<file path="src/rtl/dram_init_pkg.sv">
package dram_init_pkg;

  typedef enum logic [2:0] {
    CMD_NOP  = 3'd0,
    CMD_MRS  = 3'd1,
    CMD_PREA = 3'd2,
    CMD_REF  = 3'd3,
    CMD_ZQCL = 3'd4
  } dram_cmd_e;

  typedef enum logic [2:0] {
    ST_OFF,
    ST_SETTLE,
    ST_CKE,
    ST_SEQ,
    ST_ZQWAIT,
    ST_READY
  } init_state_e;

  // Reset value of a mode-register bank entry
  function automatic logic [15:0] mr_default(input int idx, input int cl, input int cwl);
    logic [15:0] v;
    v = '0;
    case (idx)
      0: begin
        v[7:3] = 5'(cl);
        v[1:0] = 2'b00;
      end
      2: v[7:3] = 5'(cwl);
      3: v[2] = 1'b1;
      default: v = '0;
    endcase
    return v;
  endfunction

endpackage

</file>
<file path="src/rtl/init_timer.sv">
module init_timer #(
  parameter int TW = 16
) (
  input  logic          clk,
  input  logic          rst,
  input  logic          load,
  input  logic [TW-1:0] load_val,
  output logic          zero
);

  logic [TW-1:0] cnt;

  always_ff @(posedge clk) begin
    if (rst) begin
      cnt <= '0;
    end else if (load) begin
      cnt <= load_val;
    end else if (cnt != '0) begin
      cnt <= cnt - 1'b1;
    end
  end

  assign zero = (cnt == '0);

endmodule

</file>
<file path="src/rtl/mr_bank.sv">
module mr_bank
  import dram_init_pkg::*;
#(
  parameter int NUM_MR     = 7,
  parameter int MR_W       = 14,
  parameter int IDX_W      = 3,
  parameter int CAS_LAT    = 16,
  parameter int CAS_WR_LAT = 14
) (
  input  logic             clk,
  input  logic             rst,
  input  logic             we,
  input  logic [IDX_W-1:0] widx,
  input  logic [MR_W-1:0]  wdata,
  input  logic [IDX_W-1:0] ridx,
  output logic [MR_W-1:0]  rdata
);

  logic [MR_W-1:0] regs [NUM_MR];

  for (genvar g = 0; g < NUM_MR; g++) begin : g_entry
    localparam logic [15:0] DEF16 = mr_default(g, CAS_LAT, CAS_WR_LAT);
    always_ff @(posedge clk) begin
      if (rst) begin
        regs[g] <= DEF16[MR_W-1:0];
      end else if (we && (int'(widx) == g)) begin
        regs[g] <= wdata;
      end
    end
  end

  always_comb begin
    rdata = '0;
    for (int i = 0; i < NUM_MR; i++) begin
      if (int'(ridx) == i) rdata = regs[i];
    end
  end

endmodule

</file>
<file path="src/rtl/init_fsm.sv">
module init_fsm
  import dram_init_pkg::*;
#(
  parameter int NUM_MR     = 7,
  parameter int MR_W       = 14,
  parameter int IDX_W      = 3,
  parameter int STEP_W     = 4,
  parameter int TW         = 16,
  parameter int SETTLE_CYC = 20000,
  parameter int CKE_CYC    = 100,
  parameter int GAP_CYC    = 8,
  parameter int ZQ_CYC     = 512
) (
  input  logic             clk,
  input  logic             rst,
  input  logic             start,
  input  logic             tmr_zero,
  output logic             tmr_load,
  output logic [TW-1:0]    tmr_val,
  output logic [IDX_W-1:0] mr_ridx,
  input  logic [MR_W-1:0]  mr_rdata,
  output logic             cmd_valid,
  output logic [2:0]       cmd_code,
  output logic [IDX_W-1:0] cmd_mr_idx,
  output logic [MR_W-1:0]  cmd_value,
  output logic             dram_rst_n,
  output logic             dram_cke,
  output logic             init_done,
  output logic             busy
);

  localparam logic [STEP_W-1:0] STEP_PREA = STEP_W'(NUM_MR);
  localparam logic [STEP_W-1:0] STEP_REF  = STEP_W'(NUM_MR + 1);
  localparam logic [STEP_W-1:0] STEP_ZQ   = STEP_W'(NUM_MR + 2);

  init_state_e       state;
  logic [STEP_W-1:0] step;

  assign busy    = (state != ST_OFF) && (state != ST_READY);
  assign mr_ridx = IDX_W'(step);

  always_comb begin
    tmr_load = 1'b0;
    tmr_val  = '0;
    case (state)
      ST_OFF, ST_READY: begin
        if (start) begin
          tmr_load = 1'b1;
          tmr_val  = TW'(SETTLE_CYC - 1);
        end
      end
      ST_SETTLE: begin
        if (tmr_zero) begin
          tmr_load = 1'b1;
          tmr_val  = TW'(CKE_CYC - 1);
        end
      end
      ST_CKE: begin
        if (tmr_zero) begin
          tmr_load = 1'b1;
          tmr_val  = TW'(GAP_CYC - 1);
        end
      end
      ST_SEQ: begin
        if (tmr_zero) begin
          tmr_load = 1'b1;
          tmr_val  = (step == STEP_ZQ) ? TW'(ZQ_CYC - 1) : TW'(GAP_CYC - 1);
        end
      end
      default: begin
        tmr_load = 1'b0;
        tmr_val  = '0;
      end
    endcase
  end

  always_ff @(posedge clk) begin
    if (rst) begin
      state      <= ST_OFF;
      step       <= '0;
      cmd_valid  <= 1'b0;
      cmd_code   <= CMD_NOP;
      cmd_mr_idx <= '0;
      cmd_value  <= '0;
      dram_rst_n <= 1'b0;
      dram_cke   <= 1'b0;
      init_done  <= 1'b0;
    end else begin
      cmd_valid  <= 1'b0;
      cmd_code   <= CMD_NOP;
      cmd_mr_idx <= '0;
      cmd_value  <= '0;
      case (state)
        ST_OFF, ST_READY: begin
          if (start) begin
            state      <= ST_SETTLE;
            step       <= '0;
            dram_rst_n <= 1'b0;
            dram_cke   <= 1'b0;
            init_done  <= 1'b0;
          end
        end
        ST_SETTLE: begin
          if (tmr_zero) begin
            dram_rst_n <= 1'b1;
            state      <= ST_CKE;
          end
        end
        ST_CKE: begin
          if (tmr_zero) begin
            dram_cke <= 1'b1;
            state    <= ST_SEQ;
          end
        end
        ST_SEQ: begin
          if (tmr_zero) begin
            cmd_valid <= 1'b1;
            step      <= step + 1'b1;
            if (step < STEP_PREA) begin
              cmd_code   <= CMD_MRS;
              cmd_mr_idx <= IDX_W'(step);
              cmd_value  <= mr_rdata;
            end else if (step == STEP_PREA) begin
              cmd_code <= CMD_PREA;
            end else if (step == STEP_REF) begin
              cmd_code <= CMD_REF;
            end else begin
              cmd_code <= CMD_ZQCL;
              state    <= ST_ZQWAIT;
            end
          end
        end
        ST_ZQWAIT: begin
          if (tmr_zero) begin
            init_done <= 1'b1;
            state     <= ST_READY;
          end
        end
        default: state <= ST_OFF;
      endcase
    end
  end


  cmd_needs_cke_chk: assert property (@(posedge clk) disable iff (rst)
    cmd_valid |-> (dram_rst_n && dram_cke));


  cke_after_reset_chk: assert property (@(posedge clk) disable iff (rst)
    dram_cke |-> dram_rst_n);


  done_holds_chk: assert property (@(posedge clk) disable iff (rst)
    (init_done && !start) |=> init_done);


  busy_start_ignored_chk: assert property (@(posedge clk) disable iff (rst)
    (busy && start && dram_rst_n) |=> dram_rst_n);

endmodule

</file>
<file path="src/rtl/dram_init_seq.sv">
module dram_init_seq
  import dram_init_pkg::*;
#(
  parameter int NUM_MR     = 7,
  parameter int MR_W       = 14,
  parameter int CLK_MHZ    = 200,
  parameter int SETTLE_CYC = 100 * CLK_MHZ,
  parameter int CKE_CYC    = 100,
  parameter int GAP_CYC    = 8,
  parameter int ZQ_CYC     = 512,
  parameter int CAS_LAT    = 16,
  parameter int CAS_WR_LAT = 14,
  localparam int IDX_W     = (NUM_MR > 1) ? $clog2(NUM_MR) : 1
) (
  input  logic             clk,
  input  logic             rst,
  input  logic             start,
  input  logic             mr_we,
  input  logic [IDX_W-1:0] mr_widx,
  input  logic [MR_W-1:0]  mr_wdata,
  output logic             cmd_valid,
  output logic [2:0]       cmd_code,
  output logic [IDX_W-1:0] cmd_mr_idx,
  output logic [MR_W-1:0]  cmd_value,
  output logic             dram_rst_n,
  output logic             dram_cke,
  output logic             init_done
);

  localparam int STEP_W = $clog2(NUM_MR + 3);
  localparam int MAX_A  = (SETTLE_CYC > CKE_CYC) ? SETTLE_CYC : CKE_CYC;
  localparam int MAX_B  = (GAP_CYC > ZQ_CYC) ? GAP_CYC : ZQ_CYC;
  localparam int MAX_T  = (MAX_A > MAX_B) ? MAX_A : MAX_B;
  localparam int TW     = $clog2(MAX_T + 1);
  localparam int GW     = $clog2(GAP_CYC + 1);

  logic             busy;
  logic             tmr_load;
  logic [TW-1:0]    tmr_val;
  logic             tmr_zero;
  logic [IDX_W-1:0] mr_ridx;
  logic [MR_W-1:0]  mr_rdata;

  mr_bank #(
    .NUM_MR(NUM_MR), .MR_W(MR_W), .IDX_W(IDX_W),
    .CAS_LAT(CAS_LAT), .CAS_WR_LAT(CAS_WR_LAT)
  ) u_bank (
    .clk(clk), .rst(rst),
    .we(mr_we && !busy), .widx(mr_widx), .wdata(mr_wdata),
    .ridx(mr_ridx), .rdata(mr_rdata)
  );

  init_timer #(.TW(TW)) u_timer (
    .clk(clk), .rst(rst),
    .load(tmr_load), .load_val(tmr_val), .zero(tmr_zero)
  );

  init_fsm #(
    .NUM_MR(NUM_MR), .MR_W(MR_W), .IDX_W(IDX_W), .STEP_W(STEP_W), .TW(TW),
    .SETTLE_CYC(SETTLE_CYC), .CKE_CYC(CKE_CYC), .GAP_CYC(GAP_CYC), .ZQ_CYC(ZQ_CYC)
  ) u_fsm (
    .clk(clk), .rst(rst), .start(start),
    .tmr_zero(tmr_zero), .tmr_load(tmr_load), .tmr_val(tmr_val),
    .mr_ridx(mr_ridx), .mr_rdata(mr_rdata),
    .cmd_valid(cmd_valid), .cmd_code(cmd_code), .cmd_mr_idx(cmd_mr_idx),
    .cmd_value(cmd_value), .dram_rst_n(dram_rst_n), .dram_cke(dram_cke),
    .init_done(init_done), .busy(busy)
  );

  // Checking state observed at the command bus
  logic [STEP_W-1:0] mrs_seen;
  logic [GW-1:0]     since_cmd;
  logic              zq_seen;

  always_ff @(posedge clk) begin
    if (rst || !dram_rst_n) begin
      mrs_seen  <= '0;
      since_cmd <= GW'(GAP_CYC);
      zq_seen   <= 1'b0;
    end else begin
      if (cmd_valid && cmd_code == CMD_MRS) mrs_seen <= mrs_seen + 1'b1;
      if (cmd_valid && cmd_code == CMD_ZQCL) zq_seen <= 1'b1;
      if (cmd_valid) since_cmd <= GW'(1);
      else if (since_cmd != GW'(GAP_CYC)) since_cmd <= since_cmd + 1'b1;
    end
  end


  mrs_ascending_chk: assert property (@(posedge clk) disable iff (rst)
    (cmd_valid && cmd_code == CMD_MRS) |-> (STEP_W'(cmd_mr_idx) == mrs_seen));


  prea_after_all_mrs_chk: assert property (@(posedge clk) disable iff (rst)
    (cmd_valid && cmd_code == CMD_PREA) |-> (mrs_seen == STEP_W'(NUM_MR)));


  cmd_gap_chk: assert property (@(posedge clk) disable iff (rst)
    cmd_valid |-> (since_cmd == GW'(GAP_CYC)));


  done_after_zq_chk: assert property (@(posedge clk) disable iff (rst)
    $rose(init_done) |-> zq_seen);

endmodule

</file>
<file path="config.mk">
export PLATFORM = sky130hd
export DESIGN_NAME = dram_init_seq
export DESIGN_NICKNAME = d
export VERILOG_FILES = /design/src/rtl/dram_init_pkg.sv /design/src/rtl/init_timer.sv /design/src/rtl/mr_bank.sv /design/src/rtl/init_fsm.sv /design/src/rtl/dram_init_seq.sv
export SDC_FILE = /design/constraint.sdc
export NUM_CORES = 1
export LEC_CHECK = 0
export BUFFER_PORTS_ARGS = -buffer_cell sky130_fd_sc_hd__buf_2
export CAP_MARGIN = 20
export CORE_ASPECT_RATIO = 1.1
export CORE_UTILIZATION = 62
export CTS_BUF_LIST = sky130_fd_sc_hd__clkbuf_4 sky130_fd_sc_hd__clkbuf_8
export DETAILED_ROUTE_END_ITERATION = 16
export PLACE_DENSITY_LB_ADDON = 0.08
export SETUP_SLACK_MARGIN = 0.05
export SYNTH_ARGS = -nofsm -noshare
export SYNTH_HDL_FRONTEND = slang
export SYNTH_SLANG_ARGS = --single-unit
</file>
<file path="constraint.sdc">
create_clock -name clk -period 3.5 [get_ports clk]
set_input_delay 0.175 -clock clk [delete_from_list [all_inputs] [get_ports clk]]
set_output_delay 0.175 -clock clk [all_outputs]
set_load 0.005 [all_outputs]
</file>
# Word level (Yosys, flattened, before mapping)
# Memories as Yosys holds them, arrays and structs flattened.
# Cells that the tools add are included.
# totals
elab_cells	156
input_bits	21
memories	1
mem_bits_rw	98
output_inout_bits	24
romBits	0
reg_bits	46
latch_bits	0
# op_classes
bitwise	10
n_mux	68
div	0
n_mul	0
n_eq_ne	29
n_addsub	2
shifts	0
order_cmp	1
reduce_logical	33
# mem_list
memory	words	word_bits	rd	rd_ports_with_merged_regs	write_ports	line	rtl
u_bank.regs	7	14	7	0	7	mr_bank.sv:19	logic [MR_W-1:0] regs [NUM_MR];
# ops
cell	n
14-bit two-way mux	14
15-bit two-way mux	4
15-bit one-hot mux with 4 select lines	1
3-bit == test, second input constant	10
3-bit two-way mux	10
1-bit two-way mux	28
3-bit by 2-bit == test with 1-bit output, second input constant	6
2-bit inequality test, second input constant	8
15-bit zero test	1
3-bit one-hot mux with 5 select lines	1
15-bit nonzero test	1
15-bit by 1-bit subtractor with 15-bit output, second input constant	1
3-bit AND reduction	4
2-bit nonzero test	5
1-bit logical AND	9
3-bit zero test	3
9-bit two-way mux	1
4-bit == test, second input constant	2
4-bit two-way mux	2
1-bit one-hot mux with 2 select lines	4
4-bit one-hot mux with 2 select lines	1
8-bit AND reduction	1
4-bit OR reduction	2
7-bit two-way mux	1
13 further kinds	23

# Logic depth before layout (Yosys ltp)
# depth
depth_word	9
ltp_mapped	11
depth_no_buf	7

# Hierarchy
# A second synthesis with hierarchy kept.
# hier_totals
cells_unflattened	614
hier_area_um2	7190.6
# modules_own_cells
module	n_inst	area_each_um2	cells_per_inst	seq_area_each_um2
mr_bank	1	4839.6	360	2942.8
init_fsm	1	1438.9	151	620.6
init_timer	1	898.4	102	300.3
dram_init_seq	1	13.8	1	0.0

# Least setup slack after synthesis
# No wires, ideal clock.
# synth_timing
path_type	reg2reg
from	register u_fsm.step[2]
to	register u_fsm.cmd_value[0]
t_arrival_ns	2.454
path_stages_with_launch	12
synth_period_minus_slack_ns	2.532
setup_slack_ns	0.968
setup_ns	0.078
required_ns	3.422
path_cell_list	dfxtp_1 clkbuf_1 clkinv_1 clkbuf_1 ha_1 clkbuf_1 nor3b_1 clkbuf_1 a221oi_1 o21ai_0 a21oi_1 nor3_1
# synth_via
elab_chain_cells	8
elab_cells_between_ends	17
cone_classes	order compare: 1; eq/ne: 6; mux: 7; bitwise: 1; reduce/logical: 2
# synth_lines
element	line	rtl
from (decl)	init_fsm.sv:37	logic [STEP_W-1:0] step;
from (signal assigned)	init_fsm.sv:118	step <= step + 1'b1;
3-bit zero test	mr_bank.sv:35	if (int'(ridx) == i) rdata = regs[i];
14-bit two-way mux (7 in series)	mr_bank.sv:35	
to (signal assigned)	init_fsm.sv:122	cmd_value <= mr_rdata;
to (decl)	init_fsm.sv:25	output logic [MR_W-1:0] cmd_value,
# Parallel ways exist; a longest one is shown, timed or not.
# A chain may end at the register's enable or synchronous reset.

# Worst setup path after layout
# layout_timing
from	register u_timer.cnt[0]
to	register u_fsm.cmd_value[2]
# layout_via
elab_chain_cells	3
# layout_lines
element	line	rtl
from (decl)	init_timer.sv:11	logic [TW-1:0] cnt;
from (signal assigned)	init_timer.sv:17	cnt <= load_val;
from (signal assigned)	init_timer.sv:19	cnt <= cnt - 1'b1;
15-bit zero test	init_timer.sv:23	assign zero = (cnt == '0);
1-bit NOT (no line)	--	
4-bit OR reduction (no line)	--	
# No other way between the ends.

==> run metrics <==
Compound-Gate Fraction of Synth Area=12.0%; Iter 0 DRT Violations=between 300 and 400; syn_area_per_cell=10.8 um2; synthesized area=0.00655 mm2; Tcrit/Tclk final=74.2%; sequential share of the synthesized area=59.0%; first-pass GRT wire length=22.6 mm; fraction of layout cells with a size suffix above 1=16.8%; vias in the first global route=4,465; synth unique cells=51; CP max FO=17; detailed-route via count=4,714; initial core utilization=approximately 63%; startpoint of the worst hold path=start; Post-Syn Instances=607; RSZ-0062 raised after global routing=no; M3 GR Usage=6.42%; Final Net Count=roughly 680; Hold Buf Count CTS=0; Final GP Congestion=0.875; Slew HR=43.8%; via density per instance=5.86; list of most frequent post-synthesis cells=edfxtp_1, and2_1, nor2_1; global route hottest layer=met2; Root Buffer Master=clkbuf_8; WL per Instance=18.1 um; R2R cell count=8; clock tree buffer depth=2; GRT Residual Overflow=0; DIE HEIGHT=110 um; global-route met1 utilization=34.7%; prevailing post-synth register cell=edfxtp_1; worst-skew pair later-pin latency=0.44 ns; Post-Synthesis Net Count=635; final hold slack=a little over 0.09 ns; Worst setup SP type=flip-flop; sequential share of power=53.8%; internal reg-to-reg setup slack=between 0.9 and 1 ns; # DRC=0; Logic pwr share=a little under a tenth; Synth Area in Simple Gates=between 20% and 30%; actual slew at the worst max-slew pin=0.842 ns; total CTS buffers=17; DR pass1 iterations=5; clock skew=0.00850 ns; Final Setup Violations=0; CORE AREA=approximately 0.010 mm2; largest net degree at the start of global routing=between 40 and 50; Final Slew Violations=0; Final Util=a little over two thirds; setup_tns=0 ns; mux share of post-synthesis cell area=less than 1%; FF+latch count, synth=144; post-CTS setup buffer count=0; drt total wl=14.6 mm; Int Pwr=0.00277 W; hold path depth=4; area leader, netlist=edfxtp_1; Setup Crit Path Kind=flip-flop to flip-flop; boundary pin count=45; largest family of logic cells by synthesized area=simple AND/OR/NAND/NOR gates; GR Util met2=48.9%; Leak Pwr=roughly 2.8 nW; H-tree depth=4; WHS Endpoint=u_fsm.state[2]; clock-pin slew on the worst setup and hold paths=around 0.070 ns; antenna viol nets, final=0; endpoints failing hold=0; Hold Path Class=input pin to flip-flop; IO Port Bufs=44; TritonCTS clock tree=yes; area share of the largest cell type after synthesis=44.9%; FMAX=385 MHz; yosys synthesis warning count=0; Tot GR Track Use=28.2%; reg2reg end=u_fsm.cmd_value[2]; WP data required=3.85 ns; Worst setup EP type=flip-flop; crit path time final=2.60 ns; # rows=39; NetSw=0.000837 W; clock sinks=about 140; synthesis-to-finish area growth=11.7%; Max IR drop VDD=306 uV; status=complete, no violations; adder-cell share of the synthesized area=1.34%; max_cap viols=0; R2R Path Start=u_timer.cnt[0]; Final HPWL DP=9.80 mm; die area=around 0.011 mm2; Die X=roughly 100 um; Synth area leaders=edfxtp_1, dfxtp_1, and2_1, nor2_1, a21oi_1; ant diodes=0; clock power share=36.9%; top-count cell post-synth=edfxtp_1; Sw Ratio=23.2%; initial antenna violation count=0; Post-synth EDFFs=98; Worst EP arrival=approximately 3 ns; CTS resizes=0; Synth Area in XOR/XNOR=between 1.5 and 2%; ys async rst share=0%; PwrDens=492 mW/mm2
[per-stage QoR]
step | power (W) | instances | setup slack, ns | cell area, um2
floorplan | 0.00220 | 607 | 0.968 | 6550
CTS | 0.00361 | 805 | 0.864 | 7320
global route | 0.00375 | 805 | 0.678 | 7320
finish | 0.00360 | 805 | 0.903 | 7320
global placement | 0.00229 | 773 | 1.02 | 6920
detailed placement | 0.00231 | 773 | 0.894 | 6920
[how the worst max path moves through the flow]
stage | slack, ns | to | depth (start not counted) | from
after CTS | 0.86 | u_fsm.cmd_value[11] | 8 | u_timer.cnt[0]
after global placement | 1.02 | u_bank.regs[0][24] | 5 | u_fsm.state[2]
after global routing | 0.68 | u_fsm.cmd_value[13] | 8 | u_timer.cnt[0]
after floorplan | 0.97 | u_fsm.cmd_value[0] | 11 | u_fsm.step[2]
final | 0.90 | u_fsm.cmd_value[2] | 8 | u_timer.cnt[0]
after detailed placement | 0.89 | u_fsm.cmd_value[11] | 8 | u_timer.cnt[0]
[power by group through the flow]
stage	registers, W	clock network, W	logic (W)
after floorplan	0.00196	0	0.000238
after global placement	0.00197	0	0.000322
after detailed placement	0.00198	0	0.000330
after CTS	0.00194	0.00134	0.000333
after global routing	0.00195	0.00143	0.000371
final	0.00194	0.00133	0.000335
[final cells by class]
cell class,count,area [um2]
clock inverter,6,80.1
multi-input combinational,416,2490
fill,785,3020
timing repair buffer,61,348
inverter,9,33.8
tap,143,179
clock buffer,26,327
sequential,144,3860
[sequential cells by signal, indices dropped and copies added (netlist names)]
| signal | flops |
|---|---|
| u_bank.regs | 98 |
| u_timer.cnt | 15 |
| u_fsm.cmd_value | 14 |
| u_fsm.step | 4 |
| u_fsm.cmd_code | 3 |
| u_fsm.cmd_mr_idx | 3 |
| u_fsm.state | 3 |
| u_fsm.cmd_valid | 1 |
| u_fsm.dram_cke | 1 |
| u_fsm.dram_rst_n | 1 |
| u_fsm.init_done | 1 |
[critical path, cell delays in order, from the launching register on]
cell	delay, ns
dfxtp_1	0.33
inv_1	0.12
ha_1	0.16
nor3b_2	0.22
nor4b_4	0.22
buf_4	0.21
nand3_2	0.10
or4b_1	0.84
nor3_1	0.30
[layer usage]
metal | vias up | wire, um | part of all wire, %
li1 | 2250 | - | -
met1 | 2262 | 5910 | 41
met2 | 182 | 7630 | 52
met3 | 20 | 809 | 5.6
met4 | 0 | 204 | 1.4
met5 | - | 0 | 0
[logic make-up (layout without fill, tap and decap cells)]
family	after synthesis	after routing
xor gates and xnor gates	12	12
and+or+nand+nor	262	262
adders and majority gates	7	7
AOI/OAI and AO/OA	131	131
muxes	4	4
buffers and inverters	47	102
DFF	144	144
[layout by cell type, fill, tap and decap left out, types with 5 or more instances in the layout]
cell	count
a21oi_1	48
a221oi_1	15
a22oi_1	13
and2_1	94
and3_1	5
buf_2	44
buf_4	17
clkbuf_4	5
clkbuf_8	21
dfxtp_1	46
edfxtp_1	98
ha_1	7
inv_1	8
nand2_1	16
nand2b_1	9
nand3_1	17
nand3b_1	5
nor2_1	65
nor2b_1	5
nor3_1	20
nor3_2	7
o21ai_0	37
o21bai_1	8
xnor2_1	9
Note: power is estimated with default switching activity, not from simulation.
